--- config.mk ---
export PLATFORM = sky130hd
export DESIGN_NAME = ext_sram_ctrl
export DESIGN_NICKNAME = d
export VERILOG_FILES = /design/src/rtl/sm_pkg.sv /design/src/rtl/sm_cs_decode.sv /design/src/rtl/sm_wait_timer.sv /design/src/rtl/sm_lane_map.sv /design/src/rtl/ext_sram_ctrl.sv
export SDC_FILE = /design/constraint.sdc
export NUM_CORES = 1
export LEC_CHECK = 0
export BUFFER_PORTS_ARGS = -buffer_cell sky130_fd_sc_hd__buf_2
export CAP_MARGIN = 20
export CORE_MARGIN = 3
export CORE_UTILIZATION = 40
export CTS_BUF_LIST = sky130_fd_sc_hd__clkbuf_2 sky130_fd_sc_hd__clkbuf_4 sky130_fd_sc_hd__clkbuf_8
export DETAILED_ROUTE_END_ITERATION = 12
export GPL_TIMING_DRIVEN = 0
export PLACE_DENSITY = 0.74
export SLEW_MARGIN = 15
export SYNTH_ARGS = -nofsm -noshare
export SYNTH_HDL_FRONTEND = slang
export SYNTH_SLANG_ARGS = --single-unit
--- constraint.sdc ---
create_clock -name clk -period 1.94 [get_ports clk]
set_clock_uncertainty 0.15 [all_clocks]
set_input_delay 0.388 -clock clk [delete_from_list [all_inputs] [get_ports clk]]
set_output_delay 0.388 -clock clk [all_outputs]
set_load 0.02 [all_outputs]
--- src/rtl/sm_pkg.sv ---
package sm_pkg;
  typedef enum logic [2:0] {
    ST_IDLE   = 3'd0,
    ST_SETUP  = 3'd1,
    ST_STROBE = 3'd2,
    ST_HOLD   = 3'd3,
    ST_SKIP   = 3'd4
  } sm_state_e;

  localparam int LANE_W = 8;
  localparam int DATA_W = 2 * LANE_W;
endpackage

--- src/rtl/sm_cs_decode.sv ---
module sm_cs_decode #(
  parameter int NCS     = 8,
  parameter int MATCH_W = 3,
  parameter int IDX_W   = 3
) (
  input  logic [MATCH_W-1:0]     key,
  input  logic [NCS-1:0]         en,
  input  logic [NCS*MATCH_W-1:0] match,
  output logic                   hit,
  output logic [IDX_W-1:0]       idx
);
  logic [NCS-1:0] eq;

  for (genvar g = 0; g < NCS; g++) begin : g_cmp
    assign eq[g] = en[g] && (match[g*MATCH_W +: MATCH_W] == key);
  end

  // lowest index wins: scan downward so the last assignment is the lowest hit
  always_comb begin
    hit = 1'b0;
    idx = '0;
    for (int i = NCS - 1; i >= 0; i--) begin
      if (eq[i]) begin
        hit = 1'b1;
        idx = IDX_W'(i);
      end
    end
  end
endmodule

--- src/rtl/sm_wait_timer.sv ---
module sm_wait_timer #(
  parameter int WAIT_W = 3
) (
  input  logic              clk,
  input  logic              rst_n,
  input  logic              load,
  input  logic [WAIT_W-1:0] load_val,
  input  logic              run,
  input  logic              ext_wait,
  output logic              done
);
  logic [WAIT_W-1:0] cnt;

  always_ff @(posedge clk or negedge rst_n) begin
    if (!rst_n) begin
      cnt <= '0;
    end else if (load) begin
      cnt <= load_val;
    end else if (run && (cnt != '0)) begin
      cnt <= cnt - 1'b1;
    end
  end

  // configured count first, then the external pin
  assign done = (cnt == '0) && !ext_wait;
endmodule

--- src/rtl/sm_lane_map.sv ---
module sm_lane_map
  import sm_pkg::*;
(
  input  logic              bus16,
  input  logic [1:0]        be,
  input  logic              lane,
  input  logic [DATA_W-1:0] wdata,
  input  logic [DATA_W-1:0] din,
  input  logic [DATA_W-1:0] rdata_prev,
  output logic              ub_n,
  output logic              lb_n,
  output logic [DATA_W-1:0] dout,
  output logic [DATA_W-1:0] rdata_next
);
  always_comb begin
    if (bus16) begin
      ub_n = ~be[1];
      lb_n = ~be[0];
      dout = wdata;
      rdata_next[DATA_W-1:LANE_W] = be[1] ? din[DATA_W-1:LANE_W] : rdata_prev[DATA_W-1:LANE_W];
      rdata_next[LANE_W-1:0]      = be[0] ? din[LANE_W-1:0]      : rdata_prev[LANE_W-1:0];
    end else begin
      ub_n = 1'b1;
      lb_n = lane;
      dout = {{LANE_W{1'b0}}, (lane ? wdata[DATA_W-1:LANE_W] : wdata[LANE_W-1:0])};
      if (lane) begin
        rdata_next = {din[LANE_W-1:0], rdata_prev[LANE_W-1:0]};
      end else begin
        rdata_next = {rdata_prev[DATA_W-1:LANE_W], din[LANE_W-1:0]};
      end
    end
  end
endmodule

--- src/rtl/ext_sram_ctrl.sv ---
module ext_sram_ctrl
  import sm_pkg::*;
#(
  parameter int ADDR_W  = 24,
  parameter int NCS     = 8,
  parameter int MATCH_W = 3,
  parameter int WAIT_W  = 3
) (
  input  logic                   clk,
  input  logic                   rst_n,
  input  logic                   req_valid,
  output logic                   req_ready,
  input  logic                   req_write,
  input  logic [ADDR_W-2:0]      req_haddr,
  input  logic [1:0]             req_be,
  input  logic [15:0]            req_wdata,
  output logic [15:0]            rsp_rdata,
  input  logic [NCS-1:0]         cfg_en,
  input  logic [NCS*MATCH_W-1:0] cfg_match,
  input  logic [NCS-1:0]         cfg_bus16,
  input  logic [NCS-1:0]         cfg_early,
  input  logic [NCS*WAIT_W-1:0]  cfg_wait,
  output logic [NCS-1:0]         ext_cs_n,
  output logic [ADDR_W-2:0]      ext_addr,
  output logic                   ext_ub_n,
  output logic                   ext_lb_n,
  output logic                   ext_rd_n,
  output logic                   ext_wr_n,
  input  logic                   ext_wait,
  input  logic [15:0]            ext_din,
  output logic [15:0]            ext_dout,
  output logic                   ext_dout_en
);
  localparam int EA_W  = ADDR_W - 1;
  localparam int IDX_W = (NCS > 1) ? $clog2(NCS) : 1;

  sm_state_e state;

  logic              hit;
  logic [IDX_W-1:0]  sel_idx;
  logic [IDX_W-1:0]  cur_idx;
  logic              cur_bus16;
  logic              cur_early;
  logic [WAIT_W-1:0] cur_wait;
  logic              cur_write;
  logic [EA_W-1:0]   cur_addr;
  logic [1:0]        cur_be;
  logic [15:0]       cur_wdata;
  logic              lane;
  logic              more;
  logic [15:0]       rdata_q;
  logic [15:0]       rdata_next;
  logic              timer_done;
  logic              on_bus;
  logic              map_ub_n;
  logic              map_lb_n;
  logic [15:0]       map_dout;

  sm_cs_decode #(
    .NCS     (NCS),
    .MATCH_W (MATCH_W),
    .IDX_W   (IDX_W)
  ) u_dec (
    .key   (req_haddr[EA_W-1 -: MATCH_W]),
    .en    (cfg_en),
    .match (cfg_match),
    .hit   (hit),
    .idx   (sel_idx)
  );

  sm_wait_timer #(
    .WAIT_W (WAIT_W)
  ) u_wait (
    .clk      (clk),
    .rst_n    (rst_n),
    .load     (state == ST_SETUP),
    .load_val (cur_wait),
    .run      (state == ST_STROBE),
    .ext_wait (ext_wait),
    .done     (timer_done)
  );

  sm_lane_map u_lane (
    .bus16      (cur_bus16),
    .be         (cur_be),
    .lane       (lane),
    .wdata      (cur_wdata),
    .din        (ext_din),
    .rdata_prev (rdata_q),
    .ub_n       (map_ub_n),
    .lb_n       (map_lb_n),
    .dout       (map_dout),
    .rdata_next (rdata_next)
  );

  always_ff @(posedge clk or negedge rst_n) begin
    if (!rst_n) begin
      state     <= ST_IDLE;
      cur_idx   <= '0;
      cur_bus16 <= 1'b1;
      cur_early <= 1'b0;
      cur_wait  <= '0;
      cur_write <= 1'b0;
      cur_addr  <= '0;
      cur_be    <= '0;
      cur_wdata <= '0;
      lane      <= 1'b0;
      more      <= 1'b0;
      rdata_q   <= '0;
    end else begin
      case (state)
        ST_IDLE: begin
          if (req_valid) begin
            rdata_q <= '0;
            if (!hit || (req_be == 2'b00)) begin
              state <= ST_SKIP;
            end else begin
              state     <= ST_SETUP;
              cur_idx   <= sel_idx;
              cur_bus16 <= cfg_bus16[sel_idx];
              cur_early <= cfg_early[sel_idx];
              cur_wait  <= cfg_wait[sel_idx*WAIT_W +: WAIT_W];
              cur_write <= req_write;
              cur_addr  <= req_haddr;
              cur_be    <= req_be;
              cur_wdata <= req_wdata;
              lane      <= cfg_bus16[sel_idx] ? 1'b0 : !req_be[0];
              more      <= !cfg_bus16[sel_idx] && (req_be == 2'b11);
            end
          end
        end
        ST_SETUP: state <= ST_STROBE;
        ST_STROBE: begin
          if (timer_done) begin
            state <= ST_HOLD;
            if (!cur_write) begin
              rdata_q <= rdata_next;
            end
          end
        end
        ST_HOLD: begin
          if (more) begin
            more  <= 1'b0;
            lane  <= 1'b1;
            state <= ST_SETUP;
          end else begin
            state <= ST_IDLE;
          end
        end
        ST_SKIP: state <= ST_IDLE;
        default: state <= ST_IDLE;
      endcase
    end
  end

  assign on_bus      = (state == ST_SETUP) || (state == ST_STROBE) || (state == ST_HOLD);
  assign req_ready   = ((state == ST_HOLD) && !more) || (state == ST_SKIP);
  assign rsp_rdata   = rdata_q;
  assign ext_addr    = cur_addr;
  assign ext_cs_n    = on_bus ? ~(NCS'(1) << cur_idx) : '1;
  assign ext_ub_n    = on_bus ? map_ub_n : 1'b1;
  assign ext_lb_n    = on_bus ? map_lb_n : 1'b1;
  assign ext_rd_n    = !(!cur_write && ((state == ST_STROBE) || ((state == ST_SETUP) && cur_early)));
  assign ext_wr_n    = !(cur_write && (state == ST_STROBE));
  assign ext_dout_en = on_bus && cur_write;
  assign ext_dout    = map_dout;


  cs_onehot_chk: assert property (@(posedge clk) disable iff (!rst_n)
    $onehot0(~ext_cs_n));


  strobe_excl_chk: assert property (@(posedge clk) disable iff (!rst_n)
    !(!ext_rd_n && !ext_wr_n));


  wr_needs_cs_chk: assert property (@(posedge clk) disable iff (!rst_n)
    !ext_wr_n |-> (ext_cs_n != '1) && ext_dout_en);


  wr_hold_chk: assert property (@(posedge clk) disable iff (!rst_n)
    $rose(ext_wr_n) |-> ($stable(ext_cs_n) && $stable(ext_addr) && $stable(ext_dout) && ext_dout_en));


  ready_pulse_chk: assert property (@(posedge clk) disable iff (!rst_n)
    req_ready |=> !req_ready);


  wait_stretch_chk: assert property (@(posedge clk) disable iff (!rst_n)
    ((state == ST_STROBE) && ext_wait) |=> (state == ST_STROBE));


  narrow_ub_chk: assert property (@(posedge clk) disable iff (!rst_n)
    ((ext_cs_n != '1) && !cur_bus16) |-> ext_ub_n);
endmodule

* After elaboration in Yosys (flattened, before gate mapping) *
Index checks and enable logic that the tools add are counted.
Widths: inputs -> output; s select.

word-level totals
  bits of input ports = 134
  word-level logic and storage cells = 137
  register bits after elaboration = 74
  output and inout bits = 69

cells by class
  muxes and demuxes = 50
  shifts and indexed selects = 2
  eq/ne operators = 22
  reductions and logical operators = 42
  magnitude comparators = 1
  multipliers = 1
  add/sub/neg operators = 1
  bitwise gates (word level) = 4

operators by type and width
  kind                 count
  $mux 16              6
  $mux 3               13
  $mux 8               4
  $pmux 16 s2          1
  $eq 3x3->1           8
  $shiftx 24x6->3      1
  $mux 1               21
  $logic_and 1x1->1    16
  $ne 3x3->1 const B   4
  $pmux 3 s4           1
  $reduce_and 6->1     2
  $ne 2x2->1 const B   5
  $logic_not 1->1      8
  $not 8->8            1
  $shl 1x3->8 const A  1
  $bmux 1 s3           2
  $eq 3x2->1 const B   2
  $logic_not 3->1      2
  $reduce_and 3->1     2
  $reduce_bool 2->1    3
  $logic_or 1x1->1     5
  $mul 3x2->5 const B  1
  $lt 3x4->1 const B   1
  $pmux 1 s2           2
  9 further kinds      11

* Longest topological paths before layout *
  depth after elaboration = 17
  gate-level depth with buffers = 10
  gate-level depth less buffers = 9

* Hierarchy *
From an unflattened synthesis, not the netlist that was laid out.

second synthesis, totals
  cell total of the unflattened synthesis = 382
  area total of the unflattened synthesis = 4,439.3 µm²

by module, submodules not included
  module         cells an instance  times used  area an instance (µm²)  seq. area each (µm²)
  ext_sram_ctrl  244                1           3,300.7                 1,778.0
  sm_lane_map    66                 1           545.5                   0.0
  sm_cs_decode   49                 1           391.6                   0.0
  sm_wait_timer  23                 1           201.4                   75.1

* Least setup slack after synthesis *
No wires, ideal clock.

  path kind = input port to flip-flop
  from = input port req_haddr[20]
  to = register more
  path slack = -0.390 ns
  required time = 1.669 ns
  path buffers = 2
  library setup time = 0.121 ns
  stages = 10
  arrival time = 2.058 ns
  cell sequence = buf_6 xnor2_1 nand4_1 o211a_4 o21ai_4 buf_12 mux2i_1 a22oi_2 nand3_2 a32o_2

between the ends
  word-level cells in the longest chain between the ends = 17
  elaborated cells on any way between the ends = 43
  those cells by class = 9 x eq/ne; 21 x mux; 13 x reduce/logical

ends and longest elaborated chain
  element                       line                  source
  start, declared               ext_sram_ctrl.sv:14   input logic [ADDR_W-2:0] req_haddr,
  $eq 3x3->1                    sm_cs_decode.sv:15    assign eq[g] = en[g] && (match[g*MATCH_W +: MATCH_W] == key);
  $logic_and 1x1->1             sm_cs_decode.sv:15
  $mux 3 (8 in a row)           sm_cs_decode.sv:23    if (eq[i]) begin
  $bmux 1 s3                    ext_sram_ctrl.sv:128  more <= !cfg_bus16[sel_idx] && (req_be == 2'b11);
  $mux 1 (implied by the code)  ext_sram_ctrl.sv:128
  $logic_not 1->1               ext_sram_ctrl.sv:128
  $logic_and 1x1->1             ext_sram_ctrl.sv:128
  $mux 1                        ext_sram_ctrl.sv:115  if (!hit || (req_be == 2'b00)) begin
  $mux 1                        ext_sram_ctrl.sv:113  if (req_valid) begin
  $pmux 1 s2                    ext_sram_ctrl.sv:111  case (state)
  end signal, assigned          ext_sram_ctrl.sv:128
  end, declared                 ext_sram_ctrl.sv:50   logic more;

Parallel ways exist; a longest one is shown, timed or not. The select of a mux whose other input is x is not followed.
A chain may end at the register's enable or synchronous reset.

* Worst setup path in the final report *
  from = register state[2]
  to = register lane

between the ends
  word-level cells in the longest chain between the ends = 3
  elaborated cells on any way between the ends = 8
  those cells by class = 4 x eq/ne; 1 x mux; 3 x reduce/logical

ends and longest elaborated chain
  element                                                           line                  source
  start, declared                                                   ext_sram_ctrl.sv:37   sm_state_e state;
  start signal, assigned                                            ext_sram_ctrl.sv:98   state <= ST_IDLE;
  start signal, assigned                                            ext_sram_ctrl.sv:116  state <= ST_SKIP;
  start signal, assigned                                            ext_sram_ctrl.sv:118  state <= ST_SETUP;
  $eq 3x2->1 or $logic_not 3->1 (tied branches)                     ext_sram_ctrl.sv:111
  $ne 2x2->1 (no source line) or $reduce_bool 2->1 (tied branches)  --
  $reduce_and 4->1 (no source line)                                 --
  end signal, assigned                                              ext_sram_ctrl.sv:127  lane <= cfg_bus16[sel_idx] ? 1'b0 : !req_be[0];
  end, declared                                                     ext_sram_ctrl.sv:49   logic lane;

Parallel ways exist; a longest one is shown, timed or not.

==> metrics.md <==
| Metric | Value |
|---|---|
| Layout cells sized above 1 | 65.6% |
| Kind of end point of the critical path | register |
| Switching portion of total power | 44.6% |
| Relative contribution of the clock network to total power | 10.7% |
| Count of mapped cells out of synthesis | 468 |
| Post-route fraction of the period consumed by the critical path | 111% |
| Placer Congestion | 0.824 |
| Sinks on the clock net | 74 |
| Die Wd | 107 um |
| Largest fanout on the critical path | 6 |
| Combinational share of power | 63.1% |
| Number of DRC markers in iteration 0 | 285 |
| Antenna Nets Post-Route | 0 |
| Number of antenna violations at the first check in global routing | 1 |
| Number of cell rows | 36 |
| Distinct cells, synth | 50 |
| Antenna diode count | 0 |
| Main combinational cell family by area after synthesis | simple AND/OR/NAND/NOR gates |
| Netlist Area Pre-Place | 4060 sq um |
| Area of the die | 11,400 sq um |
| Classification of the worst setup path | reg2reg |
| Critical path data arrival time | 2.26 ns |
| Number of CTS-inserted buffers | 9 |
| Die H | 107 um |
| Signed area change from the synthesized netlist to the final layout | 88.4% |
| Slowest stage cell on the critical path | sky130_fd_sc_hd__dfrtp_2 |
| Unrepaired setup endpoints after global routing | true |
| Failing checks | setup timing |
| First-pass iteration count of the detailed router | 5 |
| Peak ir drop on the vdd network | 0.713 mV |
| TritonCTS clock tree | done |
| EDFF count, synth | 0 |
| Highest clock rate | 0.463 GHz |
| Reg power frac | 26.3% |
| Startpoint type of the worst setup path | register |
| CP dominant cell by count | sky130_fd_sc_hd__buf_6 |
| Post-synthesis share of cell area spent on xor and xnor gates | 5.39% |
| Routed vias | 4,706 |
| Chain of cells forming the critical path | buf_6, nor4b_4, o21a_2, nor2b_4, buf_8, buf_6, nand2_4, o211a_1 |
| Hold violation count in the final report | 0 |
| Clock latency reported for the late side of the worst-skew pair | 0.36 ns |
| Average cell area after synthesis | 8.68 sq um |
| I/O pin count | 203 |
| Proportion of synthesized chip area in sequential cells | 45.6% |
| Data required time of the worst path | 2.04 ns |
| Via density per instance | 5.28 |
| Area of the core region | 9820 sq um |
| Max-slew violation count | 0 |
| Pre-CTS WS | -0.551 ns |
| Yosys warning count | 0 |
| Starting Density | 41.4% |
| H-tree levels | 3 |
| Fraction of registers with async set/reset | 100% |
| Maximum number of pins on one net before global-route repair | 56 |
| CP delay by family, top | simple AND/OR/NAND/NOR gates |
| IO buf count | 199 |
| Root buffer selected by CTS | sky130_fd_sc_hd__clkbuf_8 |
| Result of the run | complete, but fails checks |
| Net switching power | 4.89 mW |
| First-pass GRT wire length | 21,900 um |
| Max-cap violation count | 0 |
| Crit path setup slack, layout | -0.222 ns |
| Total Nets Final | 889 |
| Peak per-stage delay on the critical path | 0.49 ns |
| Final setup TNS | -10.81 ns |
| Total track usage | 24.1% |
| Clk buf depth | 2 |
| Max-slew headroom | 71.5% |
| Combined buffer and inverter count along the critical path | 3 |
| Compound-gate portion of the synthesized area | 12.1% |
| Worst hold path type | in2reg |
| Worst Max-Slew Pin Slew | 0.427 ns |
| R2R setup slack | -0.22 ns |
| Clock transition at the registers of the reported paths | 0.10 ns |
| Total gr overflow | 0 |
| Register bit total from synthesis | 74 |
| Power density cells | 1430 nW/um^2 |
| Post-DP HPWL | 9740 um |
| Net count of the mapped netlist | 604 |
| Post-Synth Simple-Gate Area | 26.5% |
| Proportion of synthesized area in mux cells | 6.07% |
| Vias in the first global route | 4,563 |
| Total DRC errors in the routed layout | 0 |
| Number of setup violations in the final report | 96 |
| Adder-cell share of the synthesized area | 0.616% |
| Internal Pwr Total | 6.07 mW |
| Main synth FF type | sky130_fd_sc_hd__dfrtp_1 |
| WL/cell | 18.6 um |
| LEAKAGE | 3.92 nW |
| Final Critical Period | 2.16 ns |
| Total length of routed wires | 16,500 um |
[metal layers]
layer | wire length [um] | global-route usage [%] | vias up
met4 | 235 | 6.58 | 2
met5 | 7 | 0 | -
met1 | 6040 | 27.2 | 2313
met2 | 9170 | 45.9 | 210
li1 | - | - | 2155
met3 | 1100 | 4.70 | 26
[cells by family after synthesis]
| group | count (synthesis) |
|---|---|
| AND/OR/NAND/NOR | 242 |
| XOR/XNOR | 25 |
| buffers and inverters | 30 |
| multiplexers | 23 |
| flip-flops | 74 |
| AO/OA/AOI/OAI | 72 |
| adder cells (fa/ha/maj) | 2 |
[worst register-to-register path, stage by stage, from the launching register on]
cell	delay, ns
sky130_fd_sc_hd__dfrtp_2	0.49
sky130_fd_sc_hd__buf_6	0.15
sky130_fd_sc_hd__nor4b_4	0.27
sky130_fd_sc_hd__o21a_2	0.20
sky130_fd_sc_hd__nor2b_4	0.27
sky130_fd_sc_hd__buf_8	0.20
sky130_fd_sc_hd__buf_6	0.13
sky130_fd_sc_hd__nand2_4	0.05
sky130_fd_sc_hd__o211a_1	0.12
[layout make-up]
type / instances / area (sq um)
fill: 627 / 2170
multi-input combinational: 364 / 2980
clock inverter: 7 / 60.1
tap: 133 / 166
sequential: 74 / 1860
timing repair buffer: 275 / 2050
clock buffer: 9 / 124
buffer: 21 / 382
inverter: 8 / 30.0
[synth_stat cells, types with 2 or more instances]
cell type | n | area [sq um]
sky130_fd_sc_hd__and2_1 | 11 | 68.8
sky130_fd_sc_hd__nand3_1 | 7 | 35.0
sky130_fd_sc_hd__buf_6 | 3 | 33.8
sky130_fd_sc_hd__buf_1 | 3 | 11.3
sky130_fd_sc_hd__xnor2_1 | 25 | 219
sky130_fd_sc_hd__nand2b_1 | 4 | 25.0
sky130_fd_sc_hd__o21ai_1 | 7 | 35.0
sky130_fd_sc_hd__nor2b_1 | 6 | 37.5
sky130_fd_sc_hd__ha_1 | 2 | 25.0
sky130_fd_sc_hd__a221oi_1 | 4 | 35.0
sky130_fd_sc_hd__and3_1 | 2 | 12.5
sky130_fd_sc_hd__or2_2 | 2 | 12.5
sky130_fd_sc_hd__o21ai_0 | 20 | 100
sky130_fd_sc_hd__dfrtp_1 | 73 | 1830
sky130_fd_sc_hd__nand4_1 | 9 | 56.3
sky130_fd_sc_hd__inv_1 | 8 | 30.0
sky130_fd_sc_hd__nor3_1 | 3 | 15.0
sky130_fd_sc_hd__o21bai_1 | 2 | 15.0
sky130_fd_sc_hd__nor2_1 | 10 | 37.5
sky130_fd_sc_hd__mux2_2 | 13 | 146
sky130_fd_sc_hd__mux2i_1 | 10 | 100
sky130_fd_sc_hd__nor3b_1 | 2 | 15.0
sky130_fd_sc_hd__a21oi_1 | 8 | 40.0
sky130_fd_sc_hd__clkbuf_1 | 13 | 48.8
sky130_fd_sc_hd__buf_2 | 2 | 10.0
sky130_fd_sc_hd__nand2_1 | 178 | 668
sky130_fd_sc_hd__o31ai_1 | 8 | 60.1
sky130_fd_sc_hd__o22ai_1 | 4 | 25.0
sky130_fd_sc_hd__a22oi_1 | 8 | 60.1
[power groups by stage]
stage | combinational, mW | sequential (mW) | clock (mW)
after CTS | 5.62 | 2.75 | 1.15
after floorplan | 2.14 | 3.09 | 0
final | 6.91 | 2.88 | 1.17
after global placement | 3.76 | 2.70 | 0
after global routing | 7.33 | 2.97 | 1.24
after detailed placement | 3.86 | 2.74 | 0
[placed cells by master, fill, tap and decap left out, types with 5 or more instances in the layout]
master                        n
sky130_fd_sc_hd__o21ai_0      5
sky130_fd_sc_hd__inv_1        6
sky130_fd_sc_hd__buf_2      167
sky130_fd_sc_hd__nor2_1       5
sky130_fd_sc_hd__mux2_4       8
sky130_fd_sc_hd__clkbuf_8     9
sky130_fd_sc_hd__buf_4       41
sky130_fd_sc_hd__mux2i_1      9
sky130_fd_sc_hd__nand3_2      5
sky130_fd_sc_hd__buf_6       51
sky130_fd_sc_hd__o21ai_2     10
sky130_fd_sc_hd__o21ai_1      8
sky130_fd_sc_hd__buf_12       7
sky130_fd_sc_hd__xnor2_1      9
sky130_fd_sc_hd__and2_4       9
sky130_fd_sc_hd__xnor2_2     13
sky130_fd_sc_hd__nand2_1    106
sky130_fd_sc_hd__o21ai_4      5
sky130_fd_sc_hd__dfrtp_1     71
sky130_fd_sc_hd__clkbuf_16   10
sky130_fd_sc_hd__nand4_1      9
sky130_fd_sc_hd__nand2_2     50
sky130_fd_sc_hd__o31ai_4      6
sky130_fd_sc_hd__nand2_4     22
sky130_fd_sc_hd__mux2_2       5
sky130_fd_sc_hd__a22oi_1      8
sky130_fd_sc_hd__buf_8       13
[timing repair]
action	CTS	global route
gates resized for setup	182	178
pin swaps	34	101
setup endpoints to repair	97	99
setup buffers	43	19
hold buffers	1	0
endpoints found under the hold margin	19	0
cloned	4	9
[state kept, by name, indices dropped and copies added, names as in the netlist]
signal,cells
ext_addr,23
cur_wdata,16
rsp_rdata,16
cur_idx,3
cur_wait,3
state,3
u_wait.cnt,3
cur_be,2
cur_bus16,1
cur_early,1
cur_write,1
lane,1
more,1
[metrics by stage]
stage | total power [mW] | cell area [sq um] | std cells | util [%] | hold WS [ns]
2_1_floorplan | 5.23 | 4210 | 468 | - | -0.0576
3_3_place_gp | 6.46 | 5370 | 800 | 54.7 | 0.303
3_5_place_dp | 6.61 | 5400 | 801 | 55.0 | 0.147
4_1_cts | 9.51 | 6700 | 865 | 68.2 | 0.0525
5_1_grt | 11.5 | 7650 | 891 | 77.9 | 0.0633
6_report | 11.0 | 7650 | 891 | 77.9 | 0.0571
[final timing paths]
check,from,to,cells past startpoint
min,req_wdata[15],cur_wdata[15],3
min in group asynchronous,rst_n,cur_wdata[13],2
max,state[2],lane,8
min reg2reg,ext_addr[0],ext_addr[0],2
max in group asynchronous,rst_n,cur_bus16,3
max reg2reg,state[2],lane,8
(Power assumes the default switching activity.)
